## config.mk

```make
export PLATFORM = sky130hd
export DESIGN_NAME = wdog_keyed
export DESIGN_NICKNAME = d
export VERILOG_FILES = /design/src/rtl/wdog_pkg.sv /design/src/rtl/wdog_regs.sv /design/src/rtl/wdog_count.sv /design/src/rtl/wdog_rstgen.sv /design/src/rtl/wdog_keyed.sv
export SDC_FILE = /design/constraint.sdc
export NUM_CORES = 1
export LEC_CHECK = 0
export ABC_AREA = 1
export BUFFER_PORTS_ARGS = -buffer_cell sky130_fd_sc_hd__buf_4
export CORE_AREA = 3 3 66 92
export DETAILED_ROUTE_END_ITERATION = 6
export DIE_AREA = 0 0 69 95
export PLACE_DENSITY = 0.93
export REMOVE_ABC_BUFFERS = 1
export SETUP_SLACK_MARGIN = 0.05
export SYNTH_ARGS = -nofsm -noshare
export SYNTH_HDL_FRONTEND = slang
export SYNTH_SLANG_ARGS = --single-unit
```

## constraint.sdc

```tcl
create_clock -name clk -period 4.8 [get_ports clk]
set_input_delay 0.96 -clock clk [delete_from_list [all_inputs] [get_ports clk]]
set_output_delay 0.96 -clock clk [all_outputs]
set_load 0.05 [all_outputs]
```

## src/rtl/wdog_pkg.sv

```systemverilog
package wdog_pkg;

   // Register offsets; software sees these, so they are fixed.
   localparam logic [7:0] OFS_MODE    = 8'h00;
   localparam logic [7:0] OFS_LEN     = 8'h04;
   localparam logic [7:0] OFS_RESTART = 8'h08;
   localparam logic [7:0] OFS_STATUS  = 8'h0C;
   localparam logic [7:0] OFS_SWRST   = 8'h14;

   // Per-register keys
   localparam logic [7:0]  KEY_MODE    = 8'h22;
   localparam logic [4:0]  KEY_LEN     = 5'h08;
   localparam logic [31:0] KEY_RESTART = 32'h0000_1971;
   localparam logic [31:0] KEY_SWRST   = 32'h0000_1209;

   localparam int LEN_LSB = 5;

   typedef struct packed {
      logic dual;
      logic irq_en;
      logic rst_en;
      logic pol;
      logic en;
   } mode_t;

   function automatic logic [31:0] mode_to_word(mode_t m);
      return {25'd0, m.dual, 2'b00, m.irq_en, m.rst_en, m.pol, m.en};
   endfunction

endpackage

```

## src/rtl/wdog_regs.sv

```systemverilog
module wdog_regs
   import wdog_pkg::*;
#(
   parameter int ADDR_W = 8,
   parameter int CNT_W  = 10
) (
   input  logic              clk,
   input  logic              rst_n,
   input  logic              wr_en,
   input  logic              rd_en,
   input  logic [ADDR_W-1:0] addr,
   input  logic [31:0]       wdata,
   input  logic              expire,
   output mode_t             mode_q,
   output logic [CNT_W-1:0]  len_q,
   output logic              load,
   output logic              swrst_go,
   output logic              irq,
   output logic [31:0]       rdata
);

   localparam logic [ADDR_W-1:0] A_MODE    = ADDR_W'(OFS_MODE);
   localparam logic [ADDR_W-1:0] A_LEN     = ADDR_W'(OFS_LEN);
   localparam logic [ADDR_W-1:0] A_RESTART = ADDR_W'(OFS_RESTART);
   localparam logic [ADDR_W-1:0] A_STATUS  = ADDR_W'(OFS_STATUS);
   localparam logic [ADDR_W-1:0] A_SWRST   = ADDR_W'(OFS_SWRST);

   logic mode_wr, len_wr, restart_go, en_rise, stat_rd;
   logic tout_q, swr_q;

   // Key qualification
   always_comb begin
      mode_wr    = wr_en && (addr == A_MODE)    && (wdata[31:24] == KEY_MODE);
      len_wr     = wr_en && (addr == A_LEN)     && (wdata[4:0]   == KEY_LEN);
      restart_go = wr_en && (addr == A_RESTART) && (wdata == KEY_RESTART);
      swrst_go   = wr_en && (addr == A_SWRST)   && (wdata == KEY_SWRST);
      en_rise    = mode_wr && wdata[0] && !mode_q.en;
      load       = restart_go || en_rise;
      stat_rd    = rd_en && (addr == A_STATUS);
   end

   always_ff @(posedge clk or negedge rst_n) begin
      if (!rst_n) begin
         mode_q <= '0;
      end else if (mode_wr) begin
         mode_q.dual   <= wdata[6];
         mode_q.irq_en <= wdata[3];
         mode_q.rst_en <= wdata[2];
         mode_q.pol    <= wdata[1];
         mode_q.en     <= wdata[0];
      end
   end

   always_ff @(posedge clk or negedge rst_n) begin
      if (!rst_n)      len_q <= '1;
      else if (len_wr) len_q <= wdata[LEN_LSB +: CNT_W];
   end

   // Status: a new event wins over a read-clear; software request wins a tie.
   always_ff @(posedge clk or negedge rst_n) begin
      if (!rst_n) begin
         tout_q <= 1'b0;
         swr_q  <= 1'b0;
      end else if (swrst_go) begin
         tout_q <= 1'b0;
         swr_q  <= 1'b1;
      end else if (expire) begin
         tout_q <= 1'b1;
         swr_q  <= 1'b0;
      end else if (stat_rd) begin
         tout_q <= 1'b0;
         swr_q  <= 1'b0;
      end
   end

   // Interrupt: level, cleared by a keyed restart.
   always_ff @(posedge clk or negedge rst_n) begin
      if (!rst_n)                      irq <= 1'b0;
      else if (restart_go)             irq <= 1'b0;
      else if (expire && mode_q.irq_en) irq <= 1'b1;
   end

   always_comb begin
      rdata = '0;
      if (rd_en) begin
         case (addr)
            A_MODE:   rdata = mode_to_word(mode_q);
            A_LEN:    rdata[LEN_LSB +: CNT_W] = len_q;
            A_STATUS: rdata[31:30] = {tout_q, swr_q};
            default:  rdata = '0;
         endcase
      end
   end

endmodule

```

## src/rtl/wdog_count.sv

```systemverilog
module wdog_count #(
   parameter int CNT_W = 10,
   parameter int PRE_W = 9
) (
   input  logic             clk,
   input  logic             rst_n,
   input  logic             run,
   input  logic             tick,
   input  logic             load,
   input  logic [CNT_W-1:0] len,
   output logic             expire,
   output logic [CNT_W-1:0] cnt_q
);

   logic step, wrap, fired_q;

   assign step = run && tick && !load;

   generate
      if (PRE_W == 0) begin : g_nopre
         assign wrap = 1'b1;
      end else begin : g_pre
         logic [PRE_W-1:0] pre_q;
         always_ff @(posedge clk or negedge rst_n) begin
            if (!rst_n)    pre_q <= '0;
            else if (load) pre_q <= '0;
            else if (step) pre_q <= pre_q + 1'b1;
         end
         assign wrap = &pre_q;
      end
   endgenerate

   assign expire = step && wrap && !fired_q && (cnt_q <= CNT_W'(1));

   always_ff @(posedge clk or negedge rst_n) begin
      if (!rst_n)                               cnt_q <= '1;
      else if (load)                            cnt_q <= len;
      else if (step && wrap && (cnt_q != '0))   cnt_q <= cnt_q - 1'b1;
   end

   always_ff @(posedge clk or negedge rst_n) begin
      if (!rst_n)      fired_q <= 1'b0;
      else if (load)   fired_q <= 1'b0;
      else if (expire) fired_q <= 1'b1;
   end

endmodule

```

## src/rtl/wdog_rstgen.sv

```systemverilog
module wdog_rstgen #(
   parameter int RST_CYC = 16
) (
   input  logic clk,
   input  logic rst_n,
   input  logic fire,
   input  logic pol,
   output logic active,
   output logic rst_out
);

   generate
      if (RST_CYC == 1) begin : g_single
         logic act_q;
         always_ff @(posedge clk or negedge rst_n) begin
            if (!rst_n) act_q <= 1'b0;
            else        act_q <= fire;
         end
         assign active = act_q;
      end else begin : g_multi
         localparam int RW = $clog2(RST_CYC + 1);
         logic [RW-1:0] left_q;
         always_ff @(posedge clk or negedge rst_n) begin
            if (!rst_n)              left_q <= '0;
            else if (fire)           left_q <= RW'(RST_CYC);
            else if (left_q != '0)   left_q <= left_q - 1'b1;
         end
         assign active = (left_q != '0);
      end
   endgenerate

   assign rst_out = pol ? active : !active;

endmodule

```

## src/rtl/wdog_keyed.sv

```systemverilog
module wdog_keyed
   import wdog_pkg::*;
#(
   parameter int ADDR_W  = 8,
   parameter int CNT_W   = 10,
   parameter int PRE_W   = 9,
   parameter int RST_CYC = 16
) (
   input  logic              clk,
   input  logic              rst_n,
   input  logic              tick_en,
   input  logic              wr_en,
   input  logic              rd_en,
   input  logic [ADDR_W-1:0] addr,
   input  logic [31:0]       wdata,
   output logic [31:0]       rdata,
   output logic              rst_out,
   output logic              irq
);

   generate
      if (ADDR_W < 5)                     begin : g_bad_addr $error("ADDR_W must reach offset 0x14"); end
      if (CNT_W < 1 || CNT_W > 32 - LEN_LSB) begin : g_bad_cnt $error("CNT_W must fit above bit 4"); end
      if (PRE_W < 0 || PRE_W > 24)        begin : g_bad_pre  $error("PRE_W out of range"); end
      if (RST_CYC < 1)                    begin : g_bad_rst  $error("RST_CYC must be at least 1"); end
   endgenerate

   mode_t            mode_q;
   logic [CNT_W-1:0] len_q;
   logic [CNT_W-1:0] cnt_q;
   logic             load, swrst_go, expire, rst_active, fire;

   wdog_regs #(.ADDR_W(ADDR_W), .CNT_W(CNT_W)) u_regs (
      .clk(clk), .rst_n(rst_n), .wr_en(wr_en), .rd_en(rd_en), .addr(addr),
      .wdata(wdata), .expire(expire), .mode_q(mode_q), .len_q(len_q),
      .load(load), .swrst_go(swrst_go), .irq(irq), .rdata(rdata)
   );

   wdog_count #(.CNT_W(CNT_W), .PRE_W(PRE_W)) u_count (
      .clk(clk), .rst_n(rst_n), .run(mode_q.en), .tick(tick_en), .load(load),
      .len(len_q), .expire(expire), .cnt_q(cnt_q)
   );

   assign fire = swrst_go || (expire && mode_q.rst_en && !mode_q.dual);

   wdog_rstgen #(.RST_CYC(RST_CYC)) u_rstgen (
      .clk(clk), .rst_n(rst_n), .fire(fire), .pol(mode_q.pol),
      .active(rst_active), .rst_out(rst_out)
   );

endmodule

```

After elaboration in Yosys (flattened, before gate mapping)
Index checks and enable logic that the tools add are counted.
- add/subtract/negate cells: 3
- order comparisons: 1
- equal/unequal tests: 8
- multiplexer cells: 20
- reductions and logical operators: 37
- operators with widths (kind ; number):
    32-bit by 13-bit equality test with 1-bit output, second input constant ; 2
    32-bit 2-to-1 mux ; 1
    1-bit logical AND ; 20
    10-bit 2-to-1 mux ; 2
    10-bit one-hot mux with 2 select lines ; 1
    9-bit 2-to-1 mux ; 2
    8-bit by 4-bit equality test with 1-bit output, second input constant ; 2
    10-bit by 1-bit less-or-equal comparator with 1-bit output, second input constant ; 1
    1-bit 2-to-1 mux ; 10
    5-bit 2-to-1 mux ; 2
    10-bit nonzero test ; 1
    2-bit nonzero test ; 5
    10-bit by 1-bit subtractor with 10-bit output, second input constant ; 1
    9-bit by 1-bit adder with 9-bit output, second input constant ; 1
    9-bit AND reduction ; 1
    8-bit by 3-bit equality test with 1-bit output, second input constant ; 1
    8-bit by 5-bit equality test with 1-bit output, second input constant ; 1
    8-bit by 6-bit equality test with 1-bit output, second input constant ; 1
    8-bit zero test ; 1
    5-bit by 4-bit equality test with 1-bit output, second input constant ; 1
    1-bit zero test ; 5
    5-bit nonzero test ; 1
    5-bit by 1-bit subtractor with 5-bit output, second input constant ; 1
    4-bit 2-to-1 mux ; 1
    other kinds (3) ; 4
- flip-flop bits (word level): 43
- input port bits: 45

Longest topological paths before layout
Gate-level depths: netlist of run 1.
- word-level depth: 15
- gate-level depth with buffers: 11
- gate-level depth less buffers: 11

By module
Synthesis of run 1 repeated with hierarchy kept, for this count alone.
- cell total of the unflattened synthesis: 446
- area, all modules: 3138.0 um2
- modules (own cells, without submodules) (module ; times used ; cells an instance ; area an instance (um2)):
    wdog_regs ; 1 ; 227 ; 1507.7
    wdog_count ; 1 ; 184 ; 1345.0
    wdog_rstgen ; 1 ; 31 ; 269.0
    wdog_keyed ; 1 ; 4 ; 16.3

Worst setup path after synthesis of run 1
Ideal clock, no wire load.
- path kind: input port to output port
- start point: input addr[7]
- end point: output rdata[10]
- data arrival time: 2.195 ns
- required time: 3.840 ns
- path slack: 1.645 ns
- stages: 5
- path buffers: 0
- path through: nor2_2 > nand3_2 > nor2_1 > nand2_1 > nor2_1
- longest elaborated chain between the ends: 3
- ends and longest elaborated chain (what ; RTL line ; text):
    start, declared ; wdog_keyed.sv:14 ; input logic [ADDR_W-1:0] addr,
    8-bit by 3-bit equality test with 1-bit output / 8-bit zero test (equally long branches) ; wdog_regs.sv:86 ; case (addr)
    10-bit one-hot mux with 2 select lines * ; wdog_regs.sv:86 ;
    32-bit 2-to-1 mux * ; wdog_regs.sv:85 ; if (rd_en) begin
    end, declared ; wdog_keyed.sv:16 ; output logic [31:0] rdata,
Mark *: on every way between the ends. The rest lies on a longest branch, timed or not.

Final worst setup path of run 1
- start point: input addr[7]
- end point: output rdata[14]
The elaborated chain is that of the path after synthesis.

==> reports/metrics.csv, run 1 <==
metric,value,unit
die_y,95,um
dpl-instance-area,3500,sq um
place_hpwl,5740,um
netlist_area,3060,sq um
fmax,317,MHz
ant_nets,0,
place_congestion,1.02,
std_cell_rows,31,
hold-worst-slack,0.479,ns
grt_pass1_wl,11900,um
relSlewSlack,0.550,
coreArea,5280,sq um
ys_seq_elements,43,
numCtsBuffers,5,
start_util,0.580,
setup.worst_path.class,in2out,
io_buffers,62,
ioPinCount,79,
fin_nets,537,
dieArea,6560,sq um
clockBufferDepth,2,
postLayoutCellArea,3600,sq um
drv_slew,0,
cp_max_fo,9,
fin_crit_sh,0.657,
synth_cell_types,38,
multi_input_area,1600,sq um
period_needed,3.16,ns
grt_pass1_vias,2853,
dr.pass1.iters,5,
htree_num_levels,2,
clkLatencyLatePin,0.30,ns
netlist_instances,422,
wl_per_cell,13.1,um
via_per_inst,5.26,
layout_setup_ws,1.64,ns
hold_viol,0,
finalSetupViolations,0,
required,3.84,ns
min_path_type,reg2reg,
rsz0062_at_grt,no,
place_ws,1.68,ns
drt_iter0_drc,123,
ys_warn_count,0,
filler_cell_count,422,
antennaDiodeCount,0,
cts-root-buf,clkbuf_8,
vias,2907,
grt_start_max_net_pins,44,
skew,0.00781,ns
cts.repair.resized,0,
antenna_found_initial,0,
groute.usage.overall,0.222,
worstMarginPinSlew,0.673,ns
arrival,2.20,ns
holdBufCountCts,0,
clkTransAtPathRegs,0.08,ns
cts_tree,yes,
status,"complete, no violations",
p_leak,1.83,nW
overflow,0,
clock_sinks,43,
drc,0,
drv_cap,0,
ff_latch_area,1100,sq um
start_kind,primary input,
p_per_area,193,nW/um^2
cp-end-kind,output port,
ir_drop,0.146,mV
syn_avg_cell_area,7.25,sq um
fp.dieW,69,um
ys_seq_area_frac,0.360,
cts_setup_buffers,0,
fin_tns_setup,0,ns
wl,7260,um
drive_gt1_frac,0.244,
area_growth,17.5,%
==> worst max-delay path, stage by stage <==
cell,delay [ns]
buf_4,0.11
nor2_2,0.13
nand3_2,0.12
nor2_1,0.21
nand2_1,0.25
nor2_1,0.19
buf_4,0.22
==> cells in the final DEF, fill, tap and decap left out, types with 2 or more instances in the layout <==
cell type,instances
dfrtp_1,23
clkbuf_8,6
inv_1,65
nand3_1,35
nand4_2,3
nand2_1,97
nand3b_1,2
nand3_2,11
xor2_1,12
conb_1,16
nor3_1,10
nor2_4,3
ha_1,6
nor2_2,3
a31oi_1,2
nand2_4,3
a21oi_1,4
dfstp_2,20
nand4_1,6
buf_4,62
nor2_1,65
o21ai_0,17
==> cells by family (layout without fill, tap and decap cells) <==
family,Yosys count,after routing,synth area share
other cells,1,16,0.00123
mux,2,2,0.00695
fa+ha+maj,6,6,0.0245
simple gates,243,243,0.385
flops,43,43,0.360
compound gates,27,27,0.0491
xor+xnor,13,13,0.0372
buf+inv,87,137,0.136
==> through the flow <==
step	total power [W]	cells	util
2_1_floorplan	0.000417	417	-
4_1_cts	0.000697	553	0.682
5_1_grt	0.000718	553	0.682
3_5_place_dp	0.000461	545	0.664
3_3_place_gp	0.000459	545	0.664
6_report	0.000695	553	0.682
==> flip-flops by register name (all words and copies together), names as in the netlist <==
| signal | flops |
|---|---|
| u_count.cnt_q | 10 |
| u_count.fired_q | 1 |
| u_count.g_pre.pre_q | 9 |
| u_regs.irq | 1 |
| u_regs.len_q | 10 |
| u_regs.mode_q | 5 |
| u_regs.swr_q | 1 |
| u_regs.tout_q | 1 |
| u_rstgen.g_multi.left_q | 5 |
==> power breakdown <==
group	internal (W)	switching [W]	total [W]
Sequential	0.000364	0.000000549	0.000365
Combinational	0.0000304	0.0000596	0.0000901
Clock	0.000116	0.000124	0.000240
Total	0.000511	0.000184	0.000695
==> layout make-up <==
| class | instances | share of cell area |
|---|---|---|
| inverters | 67 | 0.0713 |
| flip-flops and latches | 43 | 0.306 |
| multi-input cells | 307 | 0.445 |
| well taps | 66 | 0.0230 |
| clock buffers | 7 | 0.0240 |
| repair buffers | 62 | 0.129 |
| clock inverters | 1 | 0.00139 |
==> Yosys cell counts <==
cell / number / area, sq um
nand2_1: 97 / 364
inv_1: 65 / 244
nor2_1: 65 / 244
nand3_1: 35 / 175
dfrtp_1: 23 / 576
dfstp_2: 20 / 526
o21ai_0: 17 / 85.1
buf_4: 16 / 120
xor2_1: 12 / 105
nand3_2: 11 / 110
nor3_1: 10 / 50.1
ha_1: 6 / 75.1
nand4_1: 6 / 37.5
a21oi_1: 4 / 20.0
nand2_4: 3 / 33.8
nand4_2: 3 / 37.5
nor2_2: 3 / 18.8
nor2_4: 3 / 33.8
a31oi_1: 2 / 12.5
clkbuf_1: 2 / 7.51
nand3b_1: 2 / 15.0
a21o_1: 1 / 7.51
a31o_2: 1 / 8.76
and2_1: 1 / 6.26
and2_2: 1 / 7.51
and3_1: 1 / 6.26
buf_12: 1 / 20.0
buf_6: 1 / 11.3
conb_1: 1 / 3.75
inv_2: 1 / 3.75
inv_6: 1 / 8.76
mux2_2: 1 / 11.3
mux2i_1: 1 / 10.0
nand3_4: 1 / 17.5
nand4_4: 1 / 21.3
o21bai_1: 1 / 7.51
o2bb2ai_1: 1 / 8.76
xnor2_1: 1 / 8.76
==> worst paths after layout <==
check / cells past startpoint / to / slack [ns] / from
max: 7 / rdata[14] / 1.64 / addr[7]
min: 2 / u_count.cnt_q[3] / 0.48 / u_count.cnt_q[3]
max reg2reg: 9 / u_rstgen.g_multi.left_q[2] / 2.66 / u_count.g_pre.pre_q[0]
min reg2reg: 2 / u_count.cnt_q[3] / 0.48 / u_count.cnt_q[3]
max in group asynchronous: 1 / u_regs.len_q[5] / 3.78 / rst_n
min in group asynchronous: 1 / u_count.g_pre.pre_q[1] / 0.64 / rst_n
==> metal layers <==
metal	track usage	vias to the layer above	routed length, um
met1	0.234	1315	2710
met3	0.0426	32	490
met5	0	-	0
met2	0.404	144	3730
met4	0.143	0	327
li1	-	1416	-
(Power assumes the default switching activity.)
==> run 2, diff against run 1 <==
Settings changed: CORE_AREA 3 3 66 92 to 3 3 68 96, DIE_AREA 0 0 69 95 to 0 0 71 99, PLACE_DENSITY 0.93 to 0.88.
Clock period 4.8 ns to 3.06 ns, I/O delays scaled along.
==> reports/metrics.csv, run 2 (synthesis results as in run 1) <==
metric,value,unit,change
cts-root-buf,clkbuf_8,,unchanged
drv_slew,0,,unchanged
drc,0,,unchanged
grt_pass1_vias,2768,,"was 2,853"
multi_input_area,1600,sq um,unchanged
postLayoutCellArea,3590,sq um,was 3600 sq um
numCtsBuffers,5,,unchanged
wl,7170,um,was 7260 um
path_cells,buf_4 -> nor2_2 -> nand3_2 -> nor2_1 -> nand2_1 -> nor2_1 -> buf_4,,unchanged
setup.worst_path.class,in2out,,unchanged
wl_per_cell,12.9,um,was 13.1 um
cp_num_buf_inv,2,,unchanged
cts_tree,yes,,unchanged
total_power,0.00106,W,was 0.000695 W
groute.usage.overall,0.208,,was 0.222
io_buffers,62,,unchanged
p_per_area,295,nW/um^2,was 193 nW/um^2
cp_slowest_cell,nand2_1,,unchanged
clock_sinks,43,,unchanged
busiest_layer,met2,,unchanged
worstMarginPinSlew,0.671,ns,was 0.673 ns
drv_cap,0,,unchanged
cp-end-kind,output port,,unchanged
grtUsageMet3,0.0296,,was 0.0426
grt_pass1_wl,11900,um,about the same
largest_registers,"u_count.cnt_q x10, u_regs.len_q x10, u_count.g_pre.pre_q x9",,unchanged
grt_start_max_net_pins,44,,unchanged
fp.dieW,71,um,was 69 um
fmax,418,MHz,
dieArea,7030,sq um,was 6560 sq um
rsz0062_at_grt,no,,unchanged
antennaDiodeCount,0,,unchanged
ioPinCount,79,,unchanged
cpLargestDelayFamily,simple AND/OR/NAND/NOR gates,,unchanged
cts_setup_buffers,0,,unchanged
drt_iter0_drc,186,,was 123
area_growth,17.3,%,was 17.5%
max_stage_delay,0.23,ns,was 0.25 ns
vias,2883,,"was 2,907"
p_leak,1.83,nW,about the same
finalSetupViolations,0,,unchanged
grt_use_met1,0.233,,was 0.234
filler_cell_count,507,,was 422
htree_num_levels,2,,unchanged
period_needed,2.39,ns,
std_cell_rows,33,,was 31
die_y,99,um,was 95 um
required,2.45,ns,was 3.84 ns
fin_nets,537,,unchanged
stdcell_count,556,,was 553
hold_viol,0,,unchanged
layout_common_cells,"nand2_1, inv_1, nor2_1, buf_4, nand3_1",,unchanged
overflow,0,,unchanged
clockBufferDepth,2,,unchanged
antenna_found_initial,0,,unchanged
place_congestion,0.994,,was 1.02
start_util,0.529,,was 0.580
via_per_inst,5.19,,was 5.26
fin_tns_setup,0,ns,unchanged
holdBufCountCts,0,,unchanged
coreArea,5780,sq um,was 5280 sq um
start_kind,primary input,,unchanged
drive_gt1_frac,0.243,,was 0.244
dpl-instance-area,3510,sq um,was 3500 sq um
clkLatencyLatePin,0.30,ns,about the same
ir_drop,0.216,mV,was 0.146 mV
min_path_type,in2async,,was reg2reg
clkTransAtPathRegs,0.09,ns,was 0.08 ns
hold-worst-slack,0.300,ns,was 0.479 ns
arrival,1.78,ns,was 2.20 ns
dr.pass1.iters,4,,was 5
cp_max_fo,9,,unchanged
cts.repair.resized,0,,unchanged
dp.cells,549,,was 545
place_hpwl,5700,um,was 5740 um
ff_latch_area,1100,sq um,unchanged
status,"complete, no violations",,unchanged
use_met2,0.377,,was 0.404
final_common_cell,nand2_1,,unchanged
skew,0.0103,ns,was 0.00781 ns
relSlewSlack,0.552,,was 0.550
ant_nets,0,,unchanged
fin_crit_sh,0.781,,
[run 2: per-stage QoR]
step,util,setup WS [ns]
2_1_floorplan,-,0.601
3_3_place_gp,0.607,0.717
3_5_place_dp,0.607,0.684
4_1_cts,0.621,0.674
5_1_grt,0.621,0.534
6_report,0.621,0.670
[run 2: path summary, 6_finish.rpt]
check | start | to | slack (ns) | depth (start not counted)
max | addr[7] | rdata[14] | 0.67 | 7
min in group clk | u_count.cnt_q[3] | u_count.cnt_q[3] | 0.48 | 2
max in group asynchronous | rst_n | u_regs.len_q[7] | 2.38 | 1
min | rst_n | u_count.g_pre.pre_q[3] | 0.30 | 1
max reg2reg | u_count.g_pre.pre_q[0] | u_rstgen.g_multi.left_q[3] | 0.97 | 9
min reg2reg | u_count.cnt_q[3] | u_count.cnt_q[3] | 0.48 | 2
[run 2: per-layer routing]
metal,vias to the layer above,share of wire
li1,1414,-
met1,1348,0.37
met2,99,0.54
met3,22,0.056
met4,0,0.035
met5,-,0
[run 2: power by group]
part	switching (W)	internal, W	leakage [nW]	total, W
clock	0.000190	0.000152	0.0414	0.000342
sequential	0.000000794	0.000571	0.503	0.000572
combinational	0.0000943	0.0000478	1.28	0.000142
[run 2: cell type report]
| cell class | instances | share of cell area |
|---|---|---|
| Multi-Input combinational cell | 307 | 0.446 |
| Tap cell | 70 | 0.0244 |
| Clock buffer | 5 | 0.0192 |
| Clock inverter | 2 | 0.00244 |
| Timing Repair Buffer | 62 | 0.130 |
| Inverter | 67 | 0.0715 |
| Sequential cell | 43 | 0.307 |
